--- src/rtl/oag_pkg.sv ---
package oag_pkg;
  typedef enum logic [2:0] {
    AM_REG   = 3'd0,
    AM_IND   = 3'd1,
    AM_DISP  = 3'd2,
    AM_POST  = 3'd3,
    AM_PRE   = 3'd4,
    AM_ABS8  = 3'd5,
    AM_ABS16 = 3'd6,
    AM_RSVD  = 3'd7
  } amode_e;

  typedef enum logic {
    SZ_BYTE = 1'b0,
    SZ_WORD = 1'b1
  } osize_e;
endpackage

--- src/rtl/oag_addr_calc.sv ---
module oag_addr_calc import oag_pkg::*; #(
  parameter int unsigned AW = 16,
  parameter int unsigned SW = 8
) (
  input  logic [2:0]    mode_i,
  input  logic          size_i,
  input  logic [AW-1:0] base_i,
  input  logic [AW-1:0] ext_i,
  input  logic [SW-1:0] short_i,
  output logic [AW-1:0] addr_o,
  output logic          vld_o,
  output logic          wb_en_o,
  output logic [AW-1:0] wb_val_o
);
  localparam int unsigned PAGE_W = AW - SW;

  logic [AW-1:0] step;
  logic [AW-1:0] inc_val;
  logic [AW-1:0] dec_val;
  logic [AW-1:0] disp_sum;
  logic [AW-1:0] page_addr;

  // step is 1 for byte, 2 for word
  assign step      = {{(AW-2){1'b0}}, size_i, ~size_i};
  assign inc_val   = base_i + step;
  assign dec_val   = base_i - step;
  assign disp_sum  = base_i + ext_i;
  assign page_addr = {{PAGE_W{1'b1}}, short_i};

  always_comb begin
    addr_o   = '0;
    vld_o    = 1'b0;
    wb_en_o  = 1'b0;
    wb_val_o = '0;
    case (amode_e'(mode_i))
      AM_IND: begin
        addr_o = base_i;
        vld_o  = 1'b1;
      end
      AM_DISP: begin
        addr_o = disp_sum;
        vld_o  = 1'b1;
      end
      AM_POST: begin
        addr_o   = base_i;
        vld_o    = 1'b1;
        wb_en_o  = 1'b1;
        wb_val_o = inc_val;
      end
      AM_PRE: begin
        addr_o   = dec_val;
        vld_o    = 1'b1;
        wb_en_o  = 1'b1;
        wb_val_o = dec_val;
      end
      AM_ABS8: begin
        addr_o = page_addr;
        vld_o  = 1'b1;
      end
      AM_ABS16: begin
        addr_o = ext_i;
        vld_o  = 1'b1;
      end
      default: ;
    endcase
  end
endmodule

--- src/rtl/oag_align_chk.sv ---
module oag_align_chk import oag_pkg::*; #(
  parameter int unsigned AW = 16
) (
  input  logic          size_i,
  input  logic          vld_i,
  input  logic [AW-1:0] addr_i,
  output logic          err_o
);
  // pre-dec with even step keeps parity, so checking the address covers the base
  assign err_o = vld_i && (osize_e'(size_i) == SZ_WORD) && addr_i[0];
endmodule

--- src/rtl/oag_out_stage.sv ---
module oag_out_stage #(
  parameter int unsigned W       = 8,
  parameter bit          OUT_REG = 1'b1
) (
  input  logic         clk_i,
  input  logic         rst_ni,
  input  logic [W-1:0] d_i,
  output logic [W-1:0] q_o
);
  generate
    if (OUT_REG) begin : g_reg
      logic [W-1:0] q_r;
      always_ff @(posedge clk_i or negedge rst_ni) begin
        if (!rst_ni) q_r <= '0;
        else         q_r <= d_i;
      end
      assign q_o = q_r;
    end else begin : g_comb
      assign q_o = d_i;
    end
  endgenerate
endmodule

--- src/rtl/opnd_addr_gen.sv ---
module opnd_addr_gen import oag_pkg::*; #(
  parameter int unsigned AW      = 16,
  parameter int unsigned SW      = 8,
  parameter bit          OUT_REG = 1'b1
) (
  input  logic          clk_i,
  input  logic          rst_ni,
  input  logic [2:0]    mode_i,
  input  logic          size_i,
  input  logic [AW-1:0] base_i,
  input  logic [AW-1:0] ext_i,
  input  logic [SW-1:0] short_i,
  output logic [AW-1:0] addr_o,
  output logic          addr_vld_o,
  output logic          wb_en_o,
  output logic [AW-1:0] wb_val_o,
  output logic          align_err_o
);
  localparam int unsigned PKT_W = 2*AW + 3;

  logic [AW-1:0]    c_addr;
  logic             c_vld;
  logic             c_wb_en;
  logic [AW-1:0]    c_wb_val;
  logic             c_err;
  logic [PKT_W-1:0] pkt_d;
  logic [PKT_W-1:0] pkt_q;

  oag_addr_calc #(.AW(AW), .SW(SW)) u_calc (
    .mode_i  (mode_i),
    .size_i  (size_i),
    .base_i  (base_i),
    .ext_i   (ext_i),
    .short_i (short_i),
    .addr_o  (c_addr),
    .vld_o   (c_vld),
    .wb_en_o (c_wb_en),
    .wb_val_o(c_wb_val)
  );

  oag_align_chk #(.AW(AW)) u_align (
    .size_i(size_i),
    .vld_i (c_vld),
    .addr_i(c_addr),
    .err_o (c_err)
  );

  assign pkt_d = {c_addr, c_vld, c_wb_en, c_wb_val, c_err};

  oag_out_stage #(.W(PKT_W), .OUT_REG(OUT_REG)) u_out (
    .clk_i (clk_i),
    .rst_ni(rst_ni),
    .d_i   (pkt_d),
    .q_o   (pkt_q)
  );

  assign {addr_o, addr_vld_o, wb_en_o, wb_val_o, align_err_o} = pkt_q;
endmodule

--- config.mk ---
export PLATFORM = sky130hd
export DESIGN_NAME = opnd_addr_gen
export DESIGN_NICKNAME = d
export VERILOG_FILES = /design/src/rtl/oag_pkg.sv /design/src/rtl/oag_addr_calc.sv /design/src/rtl/oag_align_chk.sv /design/src/rtl/oag_out_stage.sv /design/src/rtl/opnd_addr_gen.sv
export SDC_FILE = /design/constraint.sdc
export NUM_CORES = 1
export LEC_CHECK = 0
export BUFFER_PORTS_ARGS = -buffer_cell sky130_fd_sc_hd__clkbuf_2
export CORE_ASPECT_RATIO = 0.75
export CORE_MARGIN = 4
export CORE_UTILIZATION = 54
export CTS_CLUSTER_SIZE = 24
export DETAILED_ROUTE_END_ITERATION = 8
export GPL_ROUTABILITY_DRIVEN = 0
export PLACE_DENSITY_LB_ADDON = 0.05
export SYNTH_ARGS = -nofsm -noshare
export SYNTH_HDL_FRONTEND = slang
export SYNTH_SLANG_ARGS = --single-unit
--- constraint.sdc ---
create_clock -name clk_i -period 0.8 [get_ports clk_i]
set_input_delay 0.08 -clock clk_i [delete_from_list [all_inputs] [get_ports clk_i]]
set_output_delay 0.08 -clock clk_i [all_outputs]
set_load 0.02 [all_outputs]
==> flow_summary.json, run 1 <==
{
  "synth_top_area_cell": "dfrtp_1",
  "yosysSeqAreaShare_pct": 28.1,
  "preCtsSetupSlack_ps": -1480,
  "io_pins": 81,
  "rows": 23,
  "syn-num-nets": 454,
  "crit_endpoint": "u_out.q_o[25]$_DFF_PN0_/D",
  "stop_error": "[ERROR DPL-0038] Utilization greater than 100%, impossible to legalize",
  "worst-ep-kind": "register input",
  "dp.cells": 645,
  "die_w_um": 95.7,
  "synth_edf_count": 0,
  "synth_seq_cells": 35,
  "start_util_pct": 57.0,
  "outcome": "did not finish",
  "synthArstFlopShare_pct": 100,
  "avgSynthCellArea_um2": 8.10,
  "clock_path_buffers": 2,
  "synth_area_um2": 3120,
  "numCtsBuffers": 5,
  "synth.top_cell.area_share_pct": 28.1,
  "synth_flop_cell": "dfrtp_1",
  "grt_max_degree": 36,
  "port_buffers": 80,
  "synthCells": 385,
  "cts-root-buf": "clkbuf_8",
  "ys_warn_count": 0,
  "clkSinkCount": 35,
  "synth_cell_type_count": 60,
  "htreeDepth": 2,
  "die_h_um": 73.8,
  "dp_hpwl_mm": 9.39,
  "stop_stage": "global routing",
  "synthTopCellsByArea": "dfrtp_1, ha_1, a21oi_1"
}
[stage by stage]
step                TNS, ps  area, um^2  hold WS (ps)
CTS                  -28690        5150          59.0
global placement     -36730        4680          60.6
detailed placement   -38510        4680          63.0
floorplan            -23770        3310          -216
[synthesized netlist by cell type (all sizes together) (4+ instances only)]
cell type,number
o21ai,32
a222oi,4
or4,4
nor4,4
ha,20
o22ai,6
a21oi,35
nand4,6
and3,6
nand2,34
nand3,10
a31oi,4
clkbuf,23
dfrtp,35
nor2,31
a22o,4
a211oi,4
xnor2,11
inv,15
nor3b,4
buf,4
nor3,5
nor2b,6
xor2,11
or3,5
a221oi,8
a21o,5
o22a,5
[cell families after synthesis]
logic type,share of synthesized area [%]
fa+ha+maj,9.95
compound gates,26.7
buf+inv,5.54
mux,0.963
simple gates,22.6
xor+xnor,6.18
flops,28.1
[repair_timing]
| action | in CTS |
|---|---|
| hold buffers | 1 |
| buffers inserted | 16 |
| resized for setup | 66 |
| pin swaps | 27 |
| endpoints found under the setup margin | 69 |
| endpoints found under the hold margin | 35 |
==> run 2, diff against run 1 <==
CORE_ASPECT_RATIO = unset   (was 0.75)
CORE_UTILIZATION = 40   (was 54)
CTS_CLUSTER_SIZE = unset   (was 24)
PLACE_DENSITY_LB_ADDON = 0.15   (was 0.05)
==> flow_summary.json, run 2 <==
{
  "outcome": "finished, violations left",
  "failed_checks": "negative setup slack",
  "preCtsSetupSlack_ps": -1490,
  "crit_path_end_kind": "register",
  "place_area_um2": 4740,
  "switching_share_pct": 35.9,
  "cts_tree": "done",
  "grt_pass1_vias": 3755,
  "synthCells": 385,
  "start_util_pct": 42.1,
  "antenna_found_initial": 0,
  "drc_errors": 0,
  "worst_pin_slew_ps": 682,
  "drv_cap": 0,
  "grtUsageTotal_pct": 26.2,
  "synth_seq_cells": 35,
  "die_w_um": 96.3,
  "p_clk_share_pct": 21.7,
  "setup_viol": 67,
  "dr.pass1.iters": 5,
  "wl_mm": 12.3,
  "vias": 3920,
  "fin_crit_sh_pct": 220,
  "cts-root-buf": "clkbuf_8",
  "hold_viol_final": 0,
  "syn-num-nets": 454,
  "fmax_mhz": 567,
  "clkSinkCount": 35,
  "layout_common_cells": "buf_4, buf_6, clkbuf_2",
  "powerDensity_nw_per_um2": 1150,
  "slowest_delay_ps": 520,
  "ant_nets": 0,
  "sequentialPowerShare_pct": 31.3,
  "crit_chain": "clkbuf_16 > inv_16 > ha_4 > nor2b_4 > or4b_4 > or3_4 > xnor2_1 > a221o_1",
  "hp-class": "in -> reg",
  "synth_flop_cell": "dfrtp_1",
  "p_int_mw": 4.10,
  "holdWs_ps": 73.0,
  "criticalPathCategory": "in -> reg",
  "dp_hpwl_mm": 9.13,
  "io_pins": 81,
  "worstPathRequired_ps": 970,
  "drt_iter0_drc": 359,
  "viasPerCell": 5.71,
  "numCtsBuffers": 5,
  "fin_util_pct": 74.9,
  "grt_pass1_wl_mm": 18.7,
  "die_area_um2": 9270,
  "path_clk_slew_ps": 60,
  "power_switching_mw": 2.30,
  "arrival_ps": 1930,
  "seq_area_um2": 876,
  "die_h_um": 96.3,
  "worst_slack_ps": -963,
  "crit_slowest_cell": "or4b_4",
  "peakVddDrop_mv": 0.684,
  "path_max_fanout": 4,
  "dp.cells": 670,
  "slew_headroom_pct": 54.3,
  "antennaDiodeCount": 0,
  "largest_reg_flops": 35,
  "p_leak_nw": 2.63,
  "clock_path_buffers": 2,
  "grt_max_degree": 36,
  "final_common_cell": "buf_4",
  "rows": 31,
  "multi_input_area_um2": 2490,
  "rsz0062_at_grt": "yes",
  "ys_warn_count": 0,
  "areaGrowthSynthToFinish_pct": 77.8,
  "synth_top_area_cell": "dfrtp_1",
  "synth.top_cell.area_share_pct": 28.1,
  "finalMaxSlewViolations": 0,
  "instances_no_fill": 686,
  "n_fill_cell": 517,
  "port_buffers": 80,
  "final_area_um2": 5550,
  "yosysSeqAreaShare_pct": 28.1,
  "avgSynthCellArea_um2": 8.10,
  "fp.coreArea_um2": 7410,
  "fin_nets": 656,
  "synth_cell_type_count": 60,
  "combPwrFrac_pct": 47.0,
  "synth_area_um2": 3120,
  "grt.overflow.total": 0,
  "wl_per_cell_um": 18.0,
  "synthTopCellsByCount": "a21oi_1, dfrtp_1, nand2_1",
  "htreeDepth": 2,
  "synthArstFlopShare_pct": 100,
  "drive_gt1_share_pct": 51.8,
  "cp-start-kind": "input pin",
  "synth_edf_count": 0,
  "fin_crit_ps": 1760,
  "synthTopCellsByArea": "dfrtp_1, ha_1, a21oi_1"
}
## run 2: per-stage QoR
stage               TNS (ps)  power, mW
finish                -25530       6.40
global route          -27830       6.70
CTS                   -25400       6.05
detailed placement    -38310       4.49
global placement      -37220       4.44
floorplan             -23770       3.28
## run 2: cells by family after synthesis
kind of cell             count (synthesis)  share of synthesized area (%)
buffers and inverters                   43                           5.54
AND/OR/NAND/NOR                        131                           22.6
XOR/XNOR                                22                           6.18
multiplexers                             3                          0.963
adder cells (fa/ha/maj)                 23                           9.95
AO/OA/AOI/OAI                          128                           26.7
flip-flops                              35                           28.1
## run 2: worst max-delay path: cells and delay by family
kind,cells,cell delay [ps]
simple gates,3,1020
compound gates,1,300
buf+inv,2,200
fa+ha+maj,1,200
xor+xnor,1,130
## run 2: metal layers
layer / vias to the layer above / wire (um) / track usage, %
li1: 1830 / - / -
met1: 1866 / 5320 / 35.9
met2: 192 / 5940 / 43.6
met3: 32 / 787 / 2.66
met4: 0 / 281 / 7.48
met5: - / 0 / 0
## run 2: power groups by stage
stage | clock network (mW) | registers (mW) | logic [mW]
finish | 1.39 | 2.00 | 3.01
global route | 1.47 | 2.01 | 3.22
CTS | 1.41 | 1.97 | 2.66
detailed placement | 0 | 2.00 | 2.49
global placement | 0 | 2.00 | 2.43
floorplan | 0 | 2.21 | 1.07
## run 2: worst paths after layout
path                         from                      end  cells after the start
max                        size_i  u_out.q_o[26]$_DFF_PN0_                      8
max in group asynchronous  rst_ni   u_out.q_o[9]$_DFF_PN0_                      3
min                        size_i   u_out.q_o[0]$_DFF_PN0_                      2
min in group asynchronous  rst_ni   u_out.q_o[3]$_DFF_PN0_                      3
## run 2: layout make-up
| class | instances | share of cell area, % |
|---|---|---|
| Multi-Input combinational cell | 307 | 44.9 |
| Tap cell | 99 | 2.23 |
| Clock inverter | 1 | 0.0903 |
| Sequential cell | 35 | 15.8 |
| Inverter | 16 | 1.71 |
| Timing Repair Buffer | 222 | 33.7 |
| Clock buffer | 6 | 1.49 |
## run 2: what timing repair did
| item | 4_1_cts | 5_1_grt |
|---|---|---|
| buffers inserted | 9 | 8 |
| setup endpoints to repair | 68 | 69 |
| hold buffers | 1 | 0 |
| endpoints found under the hold margin | 35 | 0 |
| pin swaps | 33 | 27 |
| resized for setup | 63 | 147 |
(Power assumes the default switching activity.)
==> run 3, diff against run 2 <==
--- a/config.mk
+++ b/config.mk
@@ -13,2 +13,3 @@
 export PLACE_DENSITY_LB_ADDON = 0.15
+export SKIP_CTS_REPAIR_TIMING = 1
 export SYNTH_ARGS = -nofsm -noshare
--- a/constraint.sdc
+++ b/constraint.sdc
@@ -3,2 +3,2 @@
 set_output_delay 0.08 -clock clk_i [all_outputs]
-set_load 0.02 [all_outputs]
+set_load 0.1 [all_outputs]
==> flow_summary.json, run 3 (synthesis results as in run 2) <==
{
  "rsz0062_at_grt": "yes",
  "wl_mm": 13.7,
  "min_from": "base_i[1]",
  "path_max_fanout": 3,
  "startpoint": "size_i",
  "critPathTopFamily": "simple AND/OR/NAND/NOR gates",
  "numCtsBuffers": 5,
  "slowest_delay_ps": 550,
  "clkSinkCount": 35,
  "criticalPathCategory": "in -> reg",
  "ant_nets": 0,
  "fin_crit_ps": 1990,
  "vias": 4212,
  "start_util_pct": 42.1,
  "tns_ps": -31830,
  "grt.overflow.total": 0,
  "drt_iter0_drc": 402,
  "cp-start-kind": "input pin",
  "dr.pass1.iters": 6,
  "worstPathRequired_ps": 970,
  "n_fill_cell": 425,
  "power.total_mw": 8.06,
  "outcome": "finished, violations left",
  "htreeDepth": 2,
  "setup_viol": 69,
  "slew_headroom_pct": 52.9,
  "path_clk_slew_ps": 80,
  "die_w_um": 96.3,
  "arrival_ps": 2160,
  "grtUsageTotal_pct": 26.0,
  "fin_nets": 662,
  "crit_slowest_cell": "or4b_4",
  "wl_per_cell_um": 19.7,
  "powerDensity_nw_per_um2": 1350,
  "worst_pin_slew_ps": 704,
  "viasPerCell": 6.08,
  "port_buffers": 80,
  "rows": 31,
  "fmax_mhz": 502,
  "grt_max_degree": 36,
  "crit_path_end_kind": "register",
  "failed_checks": "negative setup slack",
  "grt_pass1_vias": 3854,
  "crit_buf_inv": 3,
  "finalMaxSlewViolations": 0,
  "worst_slack_ps": -1190,
  "dp_hpwl_mm": 9.35,
  "grt_pass1_wl_mm": 18.7,
  "drv_cap": 0,
  "drc_errors": 0,
  "largest_reg_flops": 35,
  "clock_path_buffers": 2,
  "p_leak_nw": 2.70,
  "hp-class": "in -> reg",
  "io_pins": 81,
  "die_area_um2": 9270,
  "drive_gt1_share_pct": 58.6,
  "fp.coreArea_um2": 7410,
  "antennaDiodeCount": 0,
  "layout_common_cells": "buf_4, buf_12, clkbuf_2",
  "fin_crit_sh_pct": 249,
  "peakVddDrop_mv": 0.933,
  "final_common_cell": "buf_4",
  "hold_viol_final": 0,
  "cts_tree": "done",
  "areaGrowthSynthToFinish_pct": 91.9,
  "cts-root-buf": "clkbuf_8",
  "crit_chain": "buf_12 > inv_16 > buf_4 > ha_4 > nor2b_4 > or4b_4 > or3_4 > xnor2_1 > a221o_1",
  "antenna_found_initial": 0,
  "die_h_um": 96.3
}
run 3: final cells by class:
cell class	instances	area, um^2	area share [%]
Multi-Input combinational cell	307	2560	42.9
Timing Repair Buffer	228	2190	36.6
Sequential cell	35	918	15.3
Tap cell	99	124	2.07
Clock buffer	7	96.3	1.61
Inverter	16	85.1	1.42
Clock inverter	1	7.51	0.125
run 3: final timing paths:
kind | to | slack, ps | depth (start not counted)
worst max-delay path | u_out.q_o[26]$_DFF_PN0_ | -1190 | 9
worst min-delay path | u_out.q_o[20]$_DFF_PN0_ | 130 | 3
max in group asynchronous | u_out.q_o[16]$_DFF_PN0_ | 310 | 3
min in group asynchronous | u_out.q_o[29]$_DFF_PN0_ | 280 | 3
run 3: through the flow:
stage                     area [um^2]  hold slack [ps]  cells  worst slack [ps]  utilization (%)
after floorplan                  3360             -216    385             -1180                -
after global placement           5320             64.4    673             -1430             71.8
after detailed placement         5320             65.1    673             -1480             71.8
after CTS                        5430             -253    681             -1180             73.2
after global routing             5980              134    693             -1200             80.8
final                            5980              125    693             -1190             80.8
run 3: routing by layer:
metal  track usage [%]  up-vias  share of wire (%)
li1                  -     1844                  -
met1              34.1     1991                 38
met2              43.1      316                 48
met3              4.53       61                9.6
met4              8.76        0                4.4
met5                 0        -                  0
run 3: power by group:
group	total (mW)	switching, mW	internal [mW]
clock	1.52	0.733	0.785
combinational	4.44	2.57	1.87
sequential	2.10	0.149	1.95
total	8.06	3.45	4.61
==> run 4, diff against run 3 <==
ABC_AREA = 1   (was unset)
==> flow_summary.json, run 4 <==
{
  "outcome": "finished, violations left",
  "synthTopCellsByArea": "dfrtp_1, nand2_1, inv_1",
  "powerDensity_nw_per_um2": 1290,
  "dp_hpwl_mm": 9.82,
  "io_pins": 81,
  "drive_gt1_share_pct": 53.8,
  "fin_nets": 790,
  "wl_mm": 13.9,
  "cts-root-buf": "clkbuf_8",
  "die_h_um": 101,
  "path_clk_slew_ps": 80,
  "p_int_mw": 4.39,
  "slowest_delay_ps": 370,
  "instances_no_fill": 826,
  "p_leak_nw": 3.01,
  "grtUsageTotal_pct": 23.8,
  "critPathTopFamily": "adder cells",
  "ant_nets": 0,
  "synthCells": 550,
  "clkSinkCount": 35,
  "largest_reg_flops": 35,
  "min_from": "base_i[1]",
  "synthArstFlopShare_pct": 100,
  "synth_cell_type_count": 41,
  "avgSynthCellArea_um2": 6.31,
  "power_switching_mw": 3.57,
  "m1WireLength_mm": 5.42,
  "wl_met3_mm": 1.09,
  "switching_share_pct": 44.9,
  "numCtsBuffers": 5,
  "crit_path_end_kind": "register",
  "port_buffers": 80,
  "final_common_cell": "nand2_1",
  "fin_crit_sh_pct": 143,
  "htreeDepth": 2,
  "crit_chain": "buf_12 > inv_12 > ha_4 > fa_2 > nand3_4 > inv_2 > nand2_2 > o21ai_0 > o211ai_1 > nand2_1",
  "path_max_fanout": 4,
  "hold_viol_final": 0,
  "dp.cells": 803,
  "dr.pass1.iters": 7,
  "n_fill_cell": 574,
  "arrival_ps": 1310,
  "drv_cap": 0,
  "met2_wirelength_mm": 6.89,
  "failed_checks": "negative setup slack",
  "worstPathRequired_ps": 970,
  "grt_pass1_vias": 4034,
  "crit_buf_inv": 3,
  "holdWs_ps": 78.6,
  "finalMaxSlewViolations": 0,
  "synth.most_common_cell": "nand2_1",
  "worst_slack_ps": -341,
  "synth_area_um2": 3470,
  "worst_pin_slew_ps": 373,
  "yosysSeqAreaShare_pct": 25.3,
  "combPwrFrac_pct": 56.1,
  "synth_flop_cell": "dfrtp_1",
  "sequentialPowerShare_pct": 26.3,
  "cts_tree": "done",
  "antennaDiodeCount": 0,
  "p_clk_share_pct": 17.6,
  "syn-num-nets": 619,
  "multi_input_area_um2": 2830,
  "tns_ps": -13870,
  "areaGrowthSynthToFinish_pct": 78.1,
  "clock_path_buffers": 2,
  "synth_top_area_cell": "dfrtp_1",
  "rows": 33,
  "fmax_mhz": 877,
  "wl_per_cell_um": 16.8,
  "vias": 4419,
  "crit_slowest_cell": "fa_2",
  "cp-start-kind": "input pin",
  "seq_area_um2": 918,
  "grt_pass1_wl_mm": 19.3,
  "drc_errors": 0,
  "fin_crit_ps": 1140,
  "criticalPathCategory": "in -> reg",
  "min_to": "u_out.q_o[20]$_DFF_PN0_",
  "slew_headroom_pct": 75.1,
  "holdPathStages": 3,
  "die_area_um2": 10200,
  "drt_iter0_drc": 428,
  "hp-class": "in -> reg",
  "viasPerCell": 5.35,
  "fp.coreArea_um2": 8340,
  "power.total_mw": 7.96,
  "synth_edf_count": 0,
  "setup_viol": 67,
  "start_util_pct": 41.6,
  "synth.top_cell.area_share_pct": 25.3,
  "peakVddDrop_mv": 0.685,
  "grt.overflow.total": 0,
  "grt_max_degree": 36,
  "antenna_found_initial": 0,
  "ys_warn_count": 0,
  "layout_common_cells": "nand2_1, buf_4, inv_1",
  "maxUsedRoutingLayer": "met4",
  "die_w_um": 101,
  "synth_seq_cells": 35,
  "rsz0062_at_grt": "yes",
  "synthTopCellsByCount": "nand2_1, inv_1, nand3_1"
}
-- run 4: cell types whose count changed after synthesis, moves of 7 or more --
| cell | change |
|---|---|
| a21oi_1 | -10 |
| a221oi_1 | -8 |
| clkbuf_1 | -23 |
| inv_1 | +70 |
| inv_2 | +7 |
| nand2_1 | +140 |
| nand3_1 | +47 |
| nor2_1 | +14 |
| o21ai_0 | -12 |
| xnor2_1 | -11 |
| xor2_1 | -10 |
-- run 4: stage by stage --
step	area (um^2)	util, %	worst slack [ps]
6_report	6180	74.1	-341
5_1_grt	6180	74.1	-419
4_1_cts	5390	64.7	-559
3_5_place_dp	5310	63.6	-864
3_3_place_gp	5310	63.6	-834
2_1_floorplan	3700	-	-418
-- run 4: layout make-up --
| type | instances | area share (%) |
|---|---|---|
| Clock inverter | 1 | 0.0810 |
| Inverter | 94 | 6.12 |
| Sequential cell | 35 | 14.9 |
| Timing Repair Buffer | 179 | 29.7 |
| Clock buffer | 6 | 1.34 |
| Multi-Input combinational cell | 406 | 45.8 |
| Tap cell | 105 | 2.13 |
-- run 4: worst max-delay path by stage --
stage                    from                       to  cells past startpoint
floorplan              size_i  u_out.q_o[31]$_DFF_PN0_                     11
global placement    base_i[0]  u_out.q_o[29]$_DFF_PN0_                     10
detailed placement  base_i[0]  u_out.q_o[29]$_DFF_PN0_                     10
CTS                 base_i[0]  u_out.q_o[29]$_DFF_PN0_                     10
global route        base_i[7]  u_out.q_o[31]$_DFF_PN0_                     10
finish                 size_i  u_out.q_o[11]$_DFF_PN0_                     10
-- run 4: cells by family (layout without fill, tap and decap cells) --
group | after synthesis | count (layout) | synth area share, %
AOI/OAI and AO/OA | 72 | 72 | 12.4
xor gates and xnor gates | 1 | 1 | 0.253
adders and majority gates | 23 | 23 | 8.95
buffers and inverters | 109 | 280 | 14.0
DFF | 35 | 35 | 25.3
and+or+nand+nor | 310 | 310 | 39.1
-- run 4: layer usage --
layer	up-vias	GRT usage [%]
li1	2088	-
met1	2044	32.3
met2	234	40.1
met3	53	2.21
met4	0	7.06
met5	-	0
-- run 4: power by group through the flow --
stage | logic, mW | registers, mW | clock network (mW)
6_report | 4.47 | 2.09 | 1.40
5_1_grt | 4.70 | 2.11 | 1.45
4_1_cts | 3.89 | 2.10 | 1.40
3_5_place_dp | 3.87 | 2.13 | 0
3_3_place_gp | 3.82 | 2.12 | 0
2_1_floorplan | 1.17 | 3.17 | 0
